**src/rtl/pulse_capture_timer.sv**
```systemverilog
module pulse_capture_timer #(
  parameter int W = 16
) (
  input  logic         clk,
  input  logic         rst_n,
  input  logic         cnt_en,
  input  logic         pulse_in,
  input  logic [3:0]   mode,
  input  logic         run,
  input  logic         rd_stb,
  input  logic         ir_clr,
  input  logic         if_clr,
  input  logic         ir_en,
  input  logic         if_en,
  output logic [W-1:0] data_out,
  output logic         ir_flag,
  output logic         bf_flag,
  output logic         ovf_flag,
  output logic         irq_cap,
  output logic         irq_ovf
);

  logic [1:0]   sync_q;
  logic         last_q;
  logic         armed_q;
  logic [W-1:0] cnt_q;
  logic         restart, cap, cap_force, disarm;

  wire lvl  = sync_q[1];
  wire rise = run & lvl & ~last_q;
  wire fall = run & ~lvl & last_q;

  always_comb begin
    restart   = 1'b0;
    cap       = 1'b0;
    cap_force = 1'b0;
    disarm    = 1'b0;
    case (mode)
      4'b1000: begin restart = rise; cap = fall & armed_q; disarm = fall; end
      4'b1010: begin restart = fall; cap = rise & armed_q; disarm = rise; end
      4'b1011: begin restart = rise; cap = rise & armed_q; end
      4'b1100: begin restart = fall; cap = fall & armed_q; end
      4'b1001: begin restart = rise; cap = rise & armed_q; cap_force = fall & armed_q; end
      default: ;
    endcase
  end

  wire wr   = (cap & ~bf_flag) | cap_force;
  wire tick = run & armed_q & cnt_en & ~restart;
  wire wrap = tick & (&cnt_q);

  always_ff @(posedge clk or negedge rst_n) begin
    if (!rst_n) begin
      sync_q   <= '0;
      last_q   <= 1'b0;
      armed_q  <= 1'b0;
      cnt_q    <= '0;
      data_out <= '0;
      bf_flag  <= 1'b0;
      ir_flag  <= 1'b0;
      ovf_flag <= 1'b0;
    end else begin
      sync_q <= {sync_q[0], pulse_in};
      last_q <= sync_q[1];

      if (!run)         armed_q <= 1'b0;
      else if (restart) armed_q <= 1'b1;
      else if (disarm)  armed_q <= 1'b0;

      if (restart)   cnt_q <= '0;
      else if (tick) cnt_q <= cnt_q + 1'b1;

      if (wr) data_out <= cnt_q;

      if (wr)          bf_flag <= 1'b1;
      else if (rd_stb) bf_flag <= 1'b0;

      if (wr)          ir_flag <= 1'b1;
      else if (ir_clr) ir_flag <= 1'b0;

      if (wrap)        ovf_flag <= 1'b1;
      else if (if_clr) ovf_flag <= 1'b0;
    end
  end

  assign irq_cap = ir_flag & ir_en;
  assign irq_ovf = ovf_flag & if_en;

endmodule

```
**config.mk**
```make
export PLATFORM = sky130hd
export DESIGN_NAME = pulse_capture_timer
export DESIGN_NICKNAME = d
export VERILOG_FILES = /design/src/rtl/pulse_capture_timer.sv
export SDC_FILE = /design/constraint.sdc
export NUM_CORES = 1
export LEC_CHECK = 0
export CORE_MARGIN = 3
export CORE_UTILIZATION = 44
export CTS_BUF_LIST = sky130_fd_sc_hd__clkbuf_8
export DETAILED_ROUTE_END_ITERATION = 7
export DONT_BUFFER_PORTS = 1
export PLACE_DENSITY = 0.71
export REMOVE_ABC_BUFFERS = 1
export SETUP_SLACK_MARGIN = 0.02
export SYNTH_ARGS = -nofsm -noshare
export SYNTH_HDL_FRONTEND = slang
export SYNTH_SLANG_ARGS = --single-unit
```
**constraint.sdc**
```tcl
create_clock -name clk -period 1.6 [get_ports clk]
set_input_delay 0.32 -clock clk [delete_from_list [all_inputs] [get_ports clk]]
set_output_delay 0.32 -clock clk [all_outputs]
set_load 0.02 [all_outputs]
```
==> results.py <==
metrics = {
    "power_and_ir_drop": {
        "powerDensity_mw_per_mm2": 850,
        "p_leak_nw": 1.15,
        "p_int_mw": 1.70,
        "p_clk_share_pct": 45.1,
        "ir_drop_mv": 0.679,
        "combPwrFrac_pct": 7.6,
        "p_seq_share_pct": 47.3,
        "p_sw_share_pct": 20.8,
        "switchingPower_mw": 0.445,
    },
    "timing": {
        "clock.fmax_ghz": 0.573,
        "finalHoldViolations": 0,
        "fin_skew_ns": 0.0102,
        "slew_headroom_pct": 63.3,
        "period_share_pct": 109,
        "rsz0062_at_grt": "yes",
        "finalCriticalPeriod_ns": 1.74,
        "drv_slew": 0,
        "setup_ws_ns": -0.145,
        "worstMarginPinSlew_ns": 0.551,
        "setup-violations-final": 29,
    },
    "finish": {
        "final_cells": 241,
        "multi_input_area_sq_um": 988,
        "fill_cells": 282,
        "areaGrowthSynthToFinish_pct": 39.2,
        "final-seq-area_sq_um": 977,
        "layout-drive-gt1-share_pct": 46.6,
        "final_nets": 207,
        "diodes": 0,
    },
    "routing": {
        "drc_errors": 0,
        "drt_pass1_iterations": 4,
        "routedWlPerCell_um": 20.1,
        "drt-initial-drc-count": 95,
        "vias": 1400,
        "postRouteAntennaNets": 0,
        "via_per_inst": 5.81,
        "wl_mm": 4.84,
    },
    "placement": {
        "dpl.hpwl_mm": 2.60,
        "portBuffers": 0,
        "dpl_worst_slack_ns": -0.243,
        "place.gp.congestion": 0.707,
        "placed_cells": 211,
    },
    "synth": {
        "synth_common_cells": "dfrtp_1 (39), nor2_1 (10), mux2_2 (8), mux2_4 (8)",
        "synth_seq_area_share_pct": 53.9,
        "ys_top_cells_by_area": "dfrtp_1 (54%), mux2_4 (6.6%), mux2_2 (5.0%), xor2_1 (2.9%), nor2_1 (2.1%)",
        "async_flop_share_pct": 100,
        "synth_top_cell_by_area": "dfrtp_1",
        "syn-instance-count": 151,
        "synth_most_common_cell": "dfrtp_1",
        "synth_edf_count": 0,
        "yosysTopAreaCellShare_pct": 53.9,
        "synth_cell_types": 41,
        "ys.flop_type": "dfrtp_1",
        "netlist_area_sq_mm": 0.00181,
        "ys_seq_elements": 39,
        "yosys_warnings": 0,
        "avgSynthCellArea_sq_um": 12.0,
    },
    "setup_path": {
        "timing.rr.start": "last_q",
        "endpoint": "data_out[10]",
        "cp.required_ns": 1.79,
        "worstReg2RegEnd": "data_out[10]",
        "start_kind": "flop",
        "r2r_setup_slack_ns": -0.14,
        "worst_setup_path_end_kind": "flop",
        "crit_start": "last_q",
        "arrival_ns": 1.93,
        "worstSetupPathType": "reg2reg",
        "r2r_cells": 4,
        "path_max_fanout": 5,
    },
    "clocking": {
        "cts_inserted_buffers": 5,
        "root_buffer": "clkbuf_8",
        "clk_latency_ns": 0.30,
        "clk_pin_slew_ns": 0.08,
        "cts_buffer_depth": 2,
        "cts.sinks": 39,
        "cts-htree-levels": 2,
        "cts_tree": "built",
    },
    "outcome": {
        "outcome": "finished with violations",
        "violations": "negative setup slack",
    },
    "floorplanning": {
        "die_area_sq_mm": 0.00492,
        "start_util_pct": 47.6,
        "io_pins": 35,
        "fp.coreArea_sq_mm": 0.00380,
        "row_count": 22,
        "die_w_um": 70.1,
        "chipHeight_um": 70.1,
    },
    "flow_run": {
        "cap_violations": 0,
    },
    "worst_hold_path": {
        "worstHoldPathType": "in2reg",
    },
    "global_route": {
        "grt_pass1_vias": 1434,
        "grt_usage_pct": 18.6,
        "grt_pass1_wl_mm": 7.05,
        "antenna_found_initial": 0,
        "grt_max_degree": 40,
        "overflow": 0,
    },
}
flip-flops by register name, indices dropped and copies added, names as in the netlist:
name and count:
cnt_q 16, data_out 16, sync_q 2, armed_q 1, bf_flag 1, ir_flag 1
last_q 1, ovf_flag 1
layer usage:
layer  global-route usage, %  vias up  routed length, um
met5                       0        -                  0
met4                    6.17        0                 95
met3                    6.33        9                231
met2                    33.1       37               2640
met1                    20.6      716               1880
li1                        -      638                  -
stage by stage:
stage	TNS (ns)	total power, mW	hold WS (ns)	utilization [%]	instance area [sq um]
after floorplan	-2.51	1.07	0.0244	-	1780
after global placement	-2.20	1.08	0.0254	51.9	1970
after detailed placement	-4.77	1.09	0.0253	51.9	1970
after CTS	-2.14	2.12	0.0443	61.2	2320
after global routing	-3.60	2.21	0.0371	66.3	2520
final	-2.21	2.14	0.0516	66.3	2520
cells by family (layout without fill, tap and decap cells):
| family | after synthesis | count (layout) | synth area share, % |
|---|---|---|---|
| compound gates | 22 | 25 | 8.78 |
| xor+xnor | 8 | 8 | 3.87 |
| fa+ha+maj | 1 | 1 | 0.691 |
| buf+inv | 9 | 48 | 2.63 |
| flops | 39 | 39 | 53.9 |
| mux | 18 | 18 | 12.7 |
| simple gates | 54 | 54 | 17.4 |
worst max-delay path, stage by stage (launching register included):
cell,delay [ns]
dfrtp_1,0.38
or2b_1,0.25
or3_4,0.42
a2bb2oi_4,0.24
mux2_4,0.34
timing repair:
item,CTS,global route
gates cloned,3,2
hold endpoints to repair,39,0
pin swaps,9,5
setup endpoints to repair,36,36
buffers inserted,10,8
hold buffers,2,0
resized for setup,11,36
placed cells by master, fill, tap and decap left out, drive strengths merged, types with 2 or more instances in the layout:
cell and n:
nand3 7, o31ai 3, or4 2, and4 2, o21ai 7, mux2i 2, dfrtp 39, or4b 2
clkbuf 6, buf 33, nand4 5, a2bb2oi 4, nand2 7, mux2 16, bufinv 2, inv 6
or2b 2, nor2 10, or3 6, and3 2, xnor2 2, and2 2, a21oi 7, xor2 6
power by group through the flow:
| stage | logic, mW | registers [mW] | clock network, mW |
|---|---|---|---|
| after floorplan | 0.0345 | 1.03 | 0 |
| after global placement | 0.0473 | 1.03 | 0 |
| after detailed placement | 0.0520 | 1.04 | 0 |
| after CTS | 0.129 | 1.01 | 0.983 |
| after global routing | 0.171 | 1.01 | 1.02 |
| final | 0.162 | 1.01 | 0.965 |
how the worst min path moves through the flow:
stage | from | endpoint | slack [ns] | cells past startpoint
global placement | rst_n | ir_flag | 0.03 | 0
global route | pulse_in | sync_q[0] | 0.04 | 0
CTS | pulse_in | sync_q[0] | 0.04 | 0
finish | pulse_in | sync_q[0] | 0.05 | 0
floorplan | rst_n | armed_q | 0.02 | 0
detailed placement | rst_n | ir_flag | 0.03 | 0
final cells by class:
cell class / count / share of cell area [%]
multi-input combinational: 106 / 39.2
sequential: 39 / 38.8
clock buffer: 5 / 2.73
clock inverter: 3 / 2.53
timing repair buffer: 35 / 13.6
tap: 48 / 2.38
inverter: 5 / 0.745
Power figures use the tool's default switching activity.
